### src/rtl/rxf_pkg.sv
package rxf_pkg;
  localparam logic [3:0] TCODE_ISO = 4'hA;
  localparam int Q_ASYNC = 0;
  localparam int Q_ISO   = 1;
  localparam int NUM_Q   = 2;

  function automatic logic [3:0] hdr_tcode(input logic [31:0] h);
    return h[7:4];
  endfunction

  function automatic logic hdr_is_iso(input logic [31:0] h);
    return hdr_tcode(h) == TCODE_ISO;
  endfunction

  function automatic logic [5:0] hdr_chan(input logic [31:0] h);
    return h[13:8];
  endfunction

  function automatic logic [15:0] hdr_dest(input logic [31:0] h);
    return h[31:16];
  endfunction

  function automatic logic dest_is_bcast(input logic [15:0] d);
    return d[5:0] == 6'h3F;
  endfunction
endpackage

### src/rtl/rxf_hdr_match.sv
module rxf_hdr_match
  import rxf_pkg::*;
#(
  parameter int DATA_W = 32
) (
  input  logic [DATA_W-1:0] hdr,
  input  logic [15:0]       cfg_node_id,
  input  logic [5:0]        cfg_iso_chan,
  input  logic              cfg_snoop,
  output logic              keep,
  output logic              to_iso
);
  logic [31:0] h32;
  logic        iso_hit;
  logic        async_hit;

  assign h32       = hdr[31:0];
  assign to_iso    = hdr_is_iso(h32);
  assign iso_hit   = hdr_chan(h32) == cfg_iso_chan;
  assign async_hit = (hdr_dest(h32) == cfg_node_id) || dest_is_bcast(hdr_dest(h32));
  assign keep      = cfg_snoop || (to_iso ? iso_hit : async_hit);
endmodule

### src/rtl/rxf_pkt_track.sv
module rxf_pkt_track
  import rxf_pkg::*;
(
  input  logic             clk,
  input  logic             rst_n,
  input  logic             in_valid,
  input  logic             in_sop,
  input  logic             in_eop,
  input  logic             keep_now,
  input  logic             iso_now,
  input  logic [NUM_Q-1:0] q_full,
  output logic [NUM_Q-1:0] pass,
  output logic             ovf_evt
);
  logic in_pkt_q, keep_q, iso_q, drop_q;
  logic start, active, sel_iso, dropping, sel_full;

  assign start    = in_valid && in_sop;
  assign active   = start ? keep_now : (in_pkt_q && keep_q);
  assign sel_iso  = start ? iso_now : iso_q;
  assign dropping = start ? 1'b0 : drop_q;
  assign sel_full = sel_iso ? q_full[Q_ISO] : q_full[Q_ASYNC];
  assign ovf_evt  = in_valid && active && !dropping && sel_full;

  always_comb begin
    pass = '0;
    if (in_valid && active && !dropping && !sel_full) begin
      if (sel_iso) pass[Q_ISO] = 1'b1;
      else         pass[Q_ASYNC] = 1'b1;
    end
  end

  always_ff @(posedge clk) begin
    if (!rst_n) begin
      in_pkt_q <= 1'b0;
      keep_q   <= 1'b0;
      iso_q    <= 1'b0;
      drop_q   <= 1'b0;
    end else if (in_valid) begin
      in_pkt_q <= (start || in_pkt_q) && !in_eop;
      keep_q   <= active;
      iso_q    <= sel_iso;
      drop_q   <= dropping || ovf_evt;
    end
  end
endmodule

### src/rtl/rxf_q_write.sv
module rxf_q_write #(
  parameter int DATA_W = 32
) (
  input  logic              clk,
  input  logic              rst_n,
  input  logic              pass,
  input  logic [DATA_W-1:0] din,
  output logic              wr,
  output logic [DATA_W-1:0] wdata
);
  always_ff @(posedge clk) begin
    if (!rst_n) begin
      wr    <= 1'b0;
      wdata <= '0;
    end else begin
      wr <= pass;
      if (pass) wdata <= din;
    end
  end
endmodule

### src/rtl/rx_pkt_filter.sv
module rx_pkt_filter
  import rxf_pkg::*;
#(
  parameter int DATA_W = 32
) (
  input  logic              clk,
  input  logic              rst_n,
  input  logic [15:0]       cfg_node_id,
  input  logic [5:0]        cfg_iso_chan,
  input  logic              cfg_snoop,
  input  logic              in_valid,
  input  logic              in_sop,
  input  logic              in_eop,
  input  logic [DATA_W-1:0] in_data,
  input  logic              async_full,
  output logic              async_wr,
  output logic [DATA_W-1:0] async_wdata,
  input  logic              iso_full,
  output logic              iso_wr,
  output logic [DATA_W-1:0] iso_wdata,
  output logic              overflow
);
  logic              keep_now, iso_now, ovf_evt;
  logic [NUM_Q-1:0]  q_full, pass, q_wr;
  logic [DATA_W-1:0] q_wdata [NUM_Q];

  assign q_full[Q_ASYNC] = async_full;
  assign q_full[Q_ISO]   = iso_full;

  rxf_hdr_match #(.DATA_W(DATA_W)) u_match (
    .hdr(in_data), .cfg_node_id(cfg_node_id), .cfg_iso_chan(cfg_iso_chan),
    .cfg_snoop(cfg_snoop), .keep(keep_now), .to_iso(iso_now)
  );

  rxf_pkt_track u_track (
    .clk(clk), .rst_n(rst_n), .in_valid(in_valid), .in_sop(in_sop),
    .in_eop(in_eop), .keep_now(keep_now), .iso_now(iso_now),
    .q_full(q_full), .pass(pass), .ovf_evt(ovf_evt)
  );

  for (genvar q = 0; q < NUM_Q; q++) begin : g_q
    rxf_q_write #(.DATA_W(DATA_W)) u_wr (
      .clk(clk), .rst_n(rst_n), .pass(pass[q]), .din(in_data),
      .wr(q_wr[q]), .wdata(q_wdata[q])
    );
  end

  always_ff @(posedge clk) begin
    if (!rst_n) overflow <= 1'b0;
    else        overflow <= ovf_evt;
  end

  assign async_wr    = q_wr[Q_ASYNC];
  assign async_wdata = q_wdata[Q_ASYNC];
  assign iso_wr      = q_wr[Q_ISO];
  assign iso_wdata   = q_wdata[Q_ISO];
endmodule

### config.mk
export PLATFORM = sky130hd
export DESIGN_NAME = rx_pkt_filter
export DESIGN_NICKNAME = d
export VERILOG_FILES = /design/src/rtl/rxf_pkg.sv /design/src/rtl/rxf_hdr_match.sv /design/src/rtl/rxf_pkt_track.sv /design/src/rtl/rxf_q_write.sv /design/src/rtl/rx_pkt_filter.sv
export SDC_FILE = /design/constraint.sdc
export NUM_CORES = 1
export LEC_CHECK = 0
export ABC_AREA = 1
export BUFFER_PORTS_ARGS = -buffer_cell sky130_fd_sc_hd__buf_2
export CAP_MARGIN = 15
export CORE_UTILIZATION = 53
export DETAILED_ROUTE_END_ITERATION = 10
export PLACE_DENSITY = 0.92
export SETUP_SLACK_MARGIN = 0.4
export SYNTH_ARGS = -nofsm -noshare
export SYNTH_HDL_FRONTEND = slang
export SYNTH_HIERARCHICAL = 1
export SYNTH_SLANG_ARGS = --single-unit
### constraint.sdc
create_clock -name clk -period 2.8 [get_ports clk]
set_input_delay 0.42 -clock clk [delete_from_list [all_inputs] [get_ports clk]]
set_output_delay 0.42 -clock clk [all_outputs]
set_load 0.03 [all_outputs]
# == Yosys cells after proc, flatten, opt, wreduce, memory -nomap -nowiden ==
# Index checks and enable logic that the tools add are counted.
# word_totals
in_bits,62
reg_bits,71
elab_cells,35
output_inout_bits,67
# op_classes
reduce_logical,14
mux,8
eq_ne,4
# op_table
op,count
$eq A16 B16 Y1,1
$logic_and A1 B1 Y1,7
$mux W1,7
$eq A6 B6 Y1,1
$eq A6 B6 Y1 const B,1
$eq A4 B4 Y1 const B,1
$logic_or A1 B1 Y1,4
$logic_not A1 Y1,3
$mux W2,1

# == Longest topological paths before layout ==
# depth
word_depth,9
ltp_mapped,21
depth_no_buf,19

# == Modules after synthesis ==
# The synthesis kept the hierarchy.
# by_module_without_submodules
mod,area_per_inst_um2,n_inst,seq_area_each_um2,cells_per_inst
rxf_q_write,1361.3,2,660.6,206
rxf_hdr_match,457.9,1,0.0,110
rxf_pkt_track,250.2,1,80.1,40
rx_pkt_filter,27.5,1,20.0,3

# == Worst setup path before layout ==
# OpenSTA, ideal clock, no wires.
# synth_path
path_type,input port to flip-flop
from,input port in_data[25]
to,register g_q[1].u_wr.wdata[10]
t_arrival_ps,1817
setup_ps,114
required_time_ps,2686
setup_slack_ps,870
path_stages,21
n_path_buf,2
cell_sequence,inv_1 nand2_1 nand2_1 nor2_1 nand2_1 nor2_2 nand2_1 nand2_1 nand2_1 nand2_1 inv_1 nand2_1 nand3_1 nor2_2 inv_1 nor3_2 buf_6 buf_6 nand2_1 nand2_1 nor2_1
# synth_between
elab_chain_cells,9
# synth_rtl
element,line,source
from (decl),rx_pkt_filter.sv:14,"input logic [DATA_W-1:0] in_data,"
$eq A16 B16 Y1,rxf_hdr_match.sv:20,assign async_hit = (hdr_dest(h32) == cfg_node_id) || dest_is_bcast(hdr_dest(h32));
$logic_or A1 B1 Y1,rxf_hdr_match.sv:20,
$mux W1,rxf_hdr_match.sv:21,assign keep = cfg_snoop || (to_iso ? iso_hit : async_hit);
$logic_or A1 B1 Y1,rxf_hdr_match.sv:21,
named net keep_now,rx_pkt_filter.sv:23,"logic keep_now, iso_now, ovf_evt;"
$mux W1,rxf_pkt_track.sv:19,assign active = start ? keep_now : (in_pkt_q && keep_q);
$logic_and A1 B1 Y1 (3 in a row),rxf_pkt_track.sv:27,if (in_valid && active && !dropping && !sel_full) begin
$mux W2,rxf_pkt_track.sv:27,
named net pass[1],rx_pkt_filter.sv:24,"logic [NUM_Q-1:0] q_full, pass, q_wr;"
to (signal assigned),rxf_q_write.sv:17,if (pass) wdata <= din;
to (decl),rxf_q_write.sv:9,output logic [DATA_W-1:0] wdata
# The timed path passes the listed nets, and every way through them passes these cells.
# A chain may end at the register's enable or synchronous reset.

# == Final worst setup path ==
# layout_path
from,input port in_data[27]
to,register g_q[1].u_wr.wdata[30]
# The elaborated chain is that of the path after synthesis.

==> impl_metrics.env <==
export IMPL_power_leakage_nw=2.57
export IMPL_cp_max_fo=27
export IMPL_synth_warnings=6
export IMPL_slew_headroom=0.584
export IMPL_grt_overflow_total=0
export IMPL_use_met3=0.0743
export IMPL_path_clk_slew_ns=0.07
export IMPL_antenna_found_initial=0
export IMPL_period_needed_ns=2.12
export IMPL_crit_type="primary input to flip-flop"
export IMPL_synth_top_cell_area_share=0.411
export IMPL_start_kind="primary input"
export IMPL_synth_nets=627
export IMPL_viasPerCell=4.65
export IMPL_synthCells=565
export IMPL_status="completed"
export IMPL_critPathMostFrequentCell="nand2_1"
export IMPL_seq_area_frac_synth=0.411
export IMPL_holdWs_ns=0.261
export IMPL_yosys_register_bits=71
export IMPL_irDropWorstVdd_uv=261
export IMPL_diodes=0
export IMPL_dp_slack_ns=0.317
export IMPL_h_tree_depth=3
export IMPL_setup_violations=0
export IMPL_area_growth_pct=23.7
export IMPL_final_cells=768
export IMPL_die_x_um=82.8
export IMPL_yosysTopAreaCell="dfxtp_1"
export IMPL_powerDensity_mw_per_mm2=499
export IMPL_ios=129
export IMPL_grt_use_met2=0.469
export IMPL_reg2reg_slack_ns=1.20
export IMPL_chipHeight_um=82.8
export IMPL_hpwl_um=6230
export IMPL_dp_cells=753
export IMPL_finalHoldViolCount=0
export IMPL_r2r_start="u_track/keep_q$_SDFFE_PN0P_"
export IMPL_r2r_cells=10
export IMPL_hold_path_class="primary input to flip-flop"
export IMPL_max_cap_violations=0
export IMPL_drt_wl_total_um=8270
export IMPL_post_dp_cell_area_sq_mm=0.00410
export IMPL_whs_endpoint="u_track/in_pkt_q$_SDFFE_PN0P_"
export IMPL_wire_per_inst_um=10.8
export IMPL_vias=3570
export IMPL_cts_tree="built"
export IMPL_syn_cell_area_sq_mm=0.00346
export IMPL_first_global_vias=3294
export IMPL_cts_hold_buf=0
export IMPL_holdPathStages=2
export IMPL_crit_required_ns=3.03
export IMPL_fillers=573
export IMPL_clock_sinks=71
export IMPL_ys_types=18
export IMPL_stdcell_area_sq_mm=0.00428
export IMPL_drive_above_1_share=0.227
export IMPL_routabilityCongestion=0.805
export IMPL_portBuffers=128
export IMPL_synth_area_per_cell_sq_um=6.12
export IMPL_cp_end_kind="flip-flop"
export IMPL_die_area_sq_mm=0.00685
export IMPL_top_usage_layer="met2"
export IMPL_period_share=0.755
export IMPL_grt_pass1_wl_um=13000
export IMPL_cts_buffer_depth=2
export IMPL_clock_skew_ns=0.00596
export IMPL_antenna_left=0
export IMPL_rows=29
export IMPL_start_util=0.548
export IMPL_ctsResizeCount=0
export IMPL_post_synth_main_area_contributors="dfxtp_1 41%, nand2_1 21%, nor2_1 16%, inv_1 12%, buf_6 3.9%"
export IMPL_critPathArrivalTime_ns=2.35
export IMPL_fin_nets=749
export IMPL_grt_use_total=0.250
export IMPL_worstSkewPairLatency_ns=0.34
export IMPL_layout_setup_ws_ns=0.685
export IMPL_tightest_slew_ns=0.625
export IMPL_root_buffer="clkbuf_8"
export IMPL_fin_tns_setup_ns=0
export IMPL_cts_buffers=9
export IMPL_drc=0
export IMPL_cpPeakStageDelay_ns=0.31
export IMPL_fmax_mhz=473
export IMPL_slowest_stage="buf_4"
export IMPL_drv_slew=0
export IMPL_worst_r2r_endpoint="g_q[1].u_wr/wdata[30]$_SDFFE_PN0P_"
export IMPL_fp_coreArea_sq_mm=0.00631
export IMPL_grt_max_degree=39
export IMPL_drt_pass1_iter_count=4
export IMPL_drt_initial_drc_count=145
export IMPL_rsz0062_at_grt="no"
export IMPL_post_cts_setup_buffers=0
export IMPL_min_delay_start="in_eop"
export IMPL_cp_cell_sequence="buf_2 -> inv_1 -> nand2_1 -> nand2_1 -> nor2_1 -> nand2_1 -> nor2_1 -> nand2_1 -> nand2_1 -> nand2_1 -> nand2_1 -> inv_1 -> nand2_1 -> nand3_1 -> nor2_2 -> inv_1 -> nor3_4 -> buf_4 -> nand2_1 -> nand2_1 -> nor2_1"
export IMPL_met1_usage=0.245
-- how the worst max path moves through the flow --
stage,cells after the start,slack [ns],start,to
global placement,21,0.42,in_data[25],g_q[0].u_wr/wdata[1]$_SDFFE_PN0P_
floorplan,21,0.87,in_data[25],g_q[1].u_wr/wdata[10]$_SDFFE_PN0P_
global route,21,0.41,in_data[24],g_q[1].u_wr/wdata[30]$_SDFFE_PN0P_
CTS,21,0.68,in_data[27],g_q[1].u_wr/wdata[30]$_SDFFE_PN0P_
finish,21,0.68,in_data[27],g_q[1].u_wr/wdata[30]$_SDFFE_PN0P_
detailed placement,21,0.32,in_data[27],g_q[1].u_wr/wdata[30]$_SDFFE_PN0P_
-- placed cells by master, fill, tap and decap left out --
cell       instances
clkbuf_8           9
clkinv_2           4
inv_1            106
a21oi_1            2
buf_4              1
nor2_1           149
dfxtp_1           71
nor2_2             3
nor3_4             2
nand2_2            1
buf_6              1
nand3_2            1
bufinv_16          1
clkbuf_1           1
a21oi_2            1
nand3_1            7
inv_2              2
nand2_1          189
buf_2            128
o21ai_0            1
buf_12             3
xnor2_1            6
nor3_1             1
nand4_1            1
-- cell families (layout without fill, tap and decap cells) --
logic type | after synthesis | in the layout | share of synthesized area
AND/OR/NAND/NOR | 354 | 354 | 0.396
flip-flops | 71 | 71 | 0.411
buffers and inverters | 130 | 256 | 0.171
XOR/XNOR | 6 | 6 | 0.0152
AO/OA/AOI/OAI | 4 | 4 | 0.00687
-- per-layer routing --
metal  vias up  part of all wire
met5         -                 0
met4         0             0.020
met3        16             0.081
met2       127              0.49
met1      1590              0.41
li1       1837                 -
-- registers in the layout, indices dropped and copies added (netlist names) --
register and cells:
overflow 1, u_track/drop_q 1, g_q.u_wr/wdata 64, u_track/in_pkt_q 1
u_track/keep_q 1, u_track/iso_q 1, g_q.u_wr/wr 2
-- per-stage QoR --
stage | power [mW] | util
after detailed placement | 1.39 | 0.649
after CTS | 2.15 | 0.677
final | 2.14 | 0.678
after floorplan | 1.27 | -
after global placement | 1.38 | 0.649
after global routing | 2.23 | 0.678
-- layout make-up --
cell class | instances | area (sq um) | share of cell area
multi-input cells | 364 | 1460 | 0.341
flip-flops and latches | 71 | 1420 | 0.332
repair buffers | 133 | 719 | 0.168
inverters | 108 | 405 | 0.0947
clock buffers | 10 | 128 | 0.0298
well taps | 77 | 96.3 | 0.0225
clock inverters | 5 | 50.0 | 0.0117
-- Yosys cell counts, drive strengths merged --
cell	n
a21oi	3
buf	22
dfxtp	71
inv	108
nand2	190
nand3	8
nand4	1
nor2	152
nor3	3
o21ai	1
xnor2	6
-- critical path: cells and delay by family --
kind,cells,cell delay [ns]
buffers and inverters,5,0.61
AND/OR/NAND/NOR,16,1.31
-- report_power, final --
group	switching (mW)	internal [mW]
clock network	0.368	0.401
registers	0.0136	1.04
logic	0.202	0.114
Note: power is estimated with default switching activity, not from simulation.
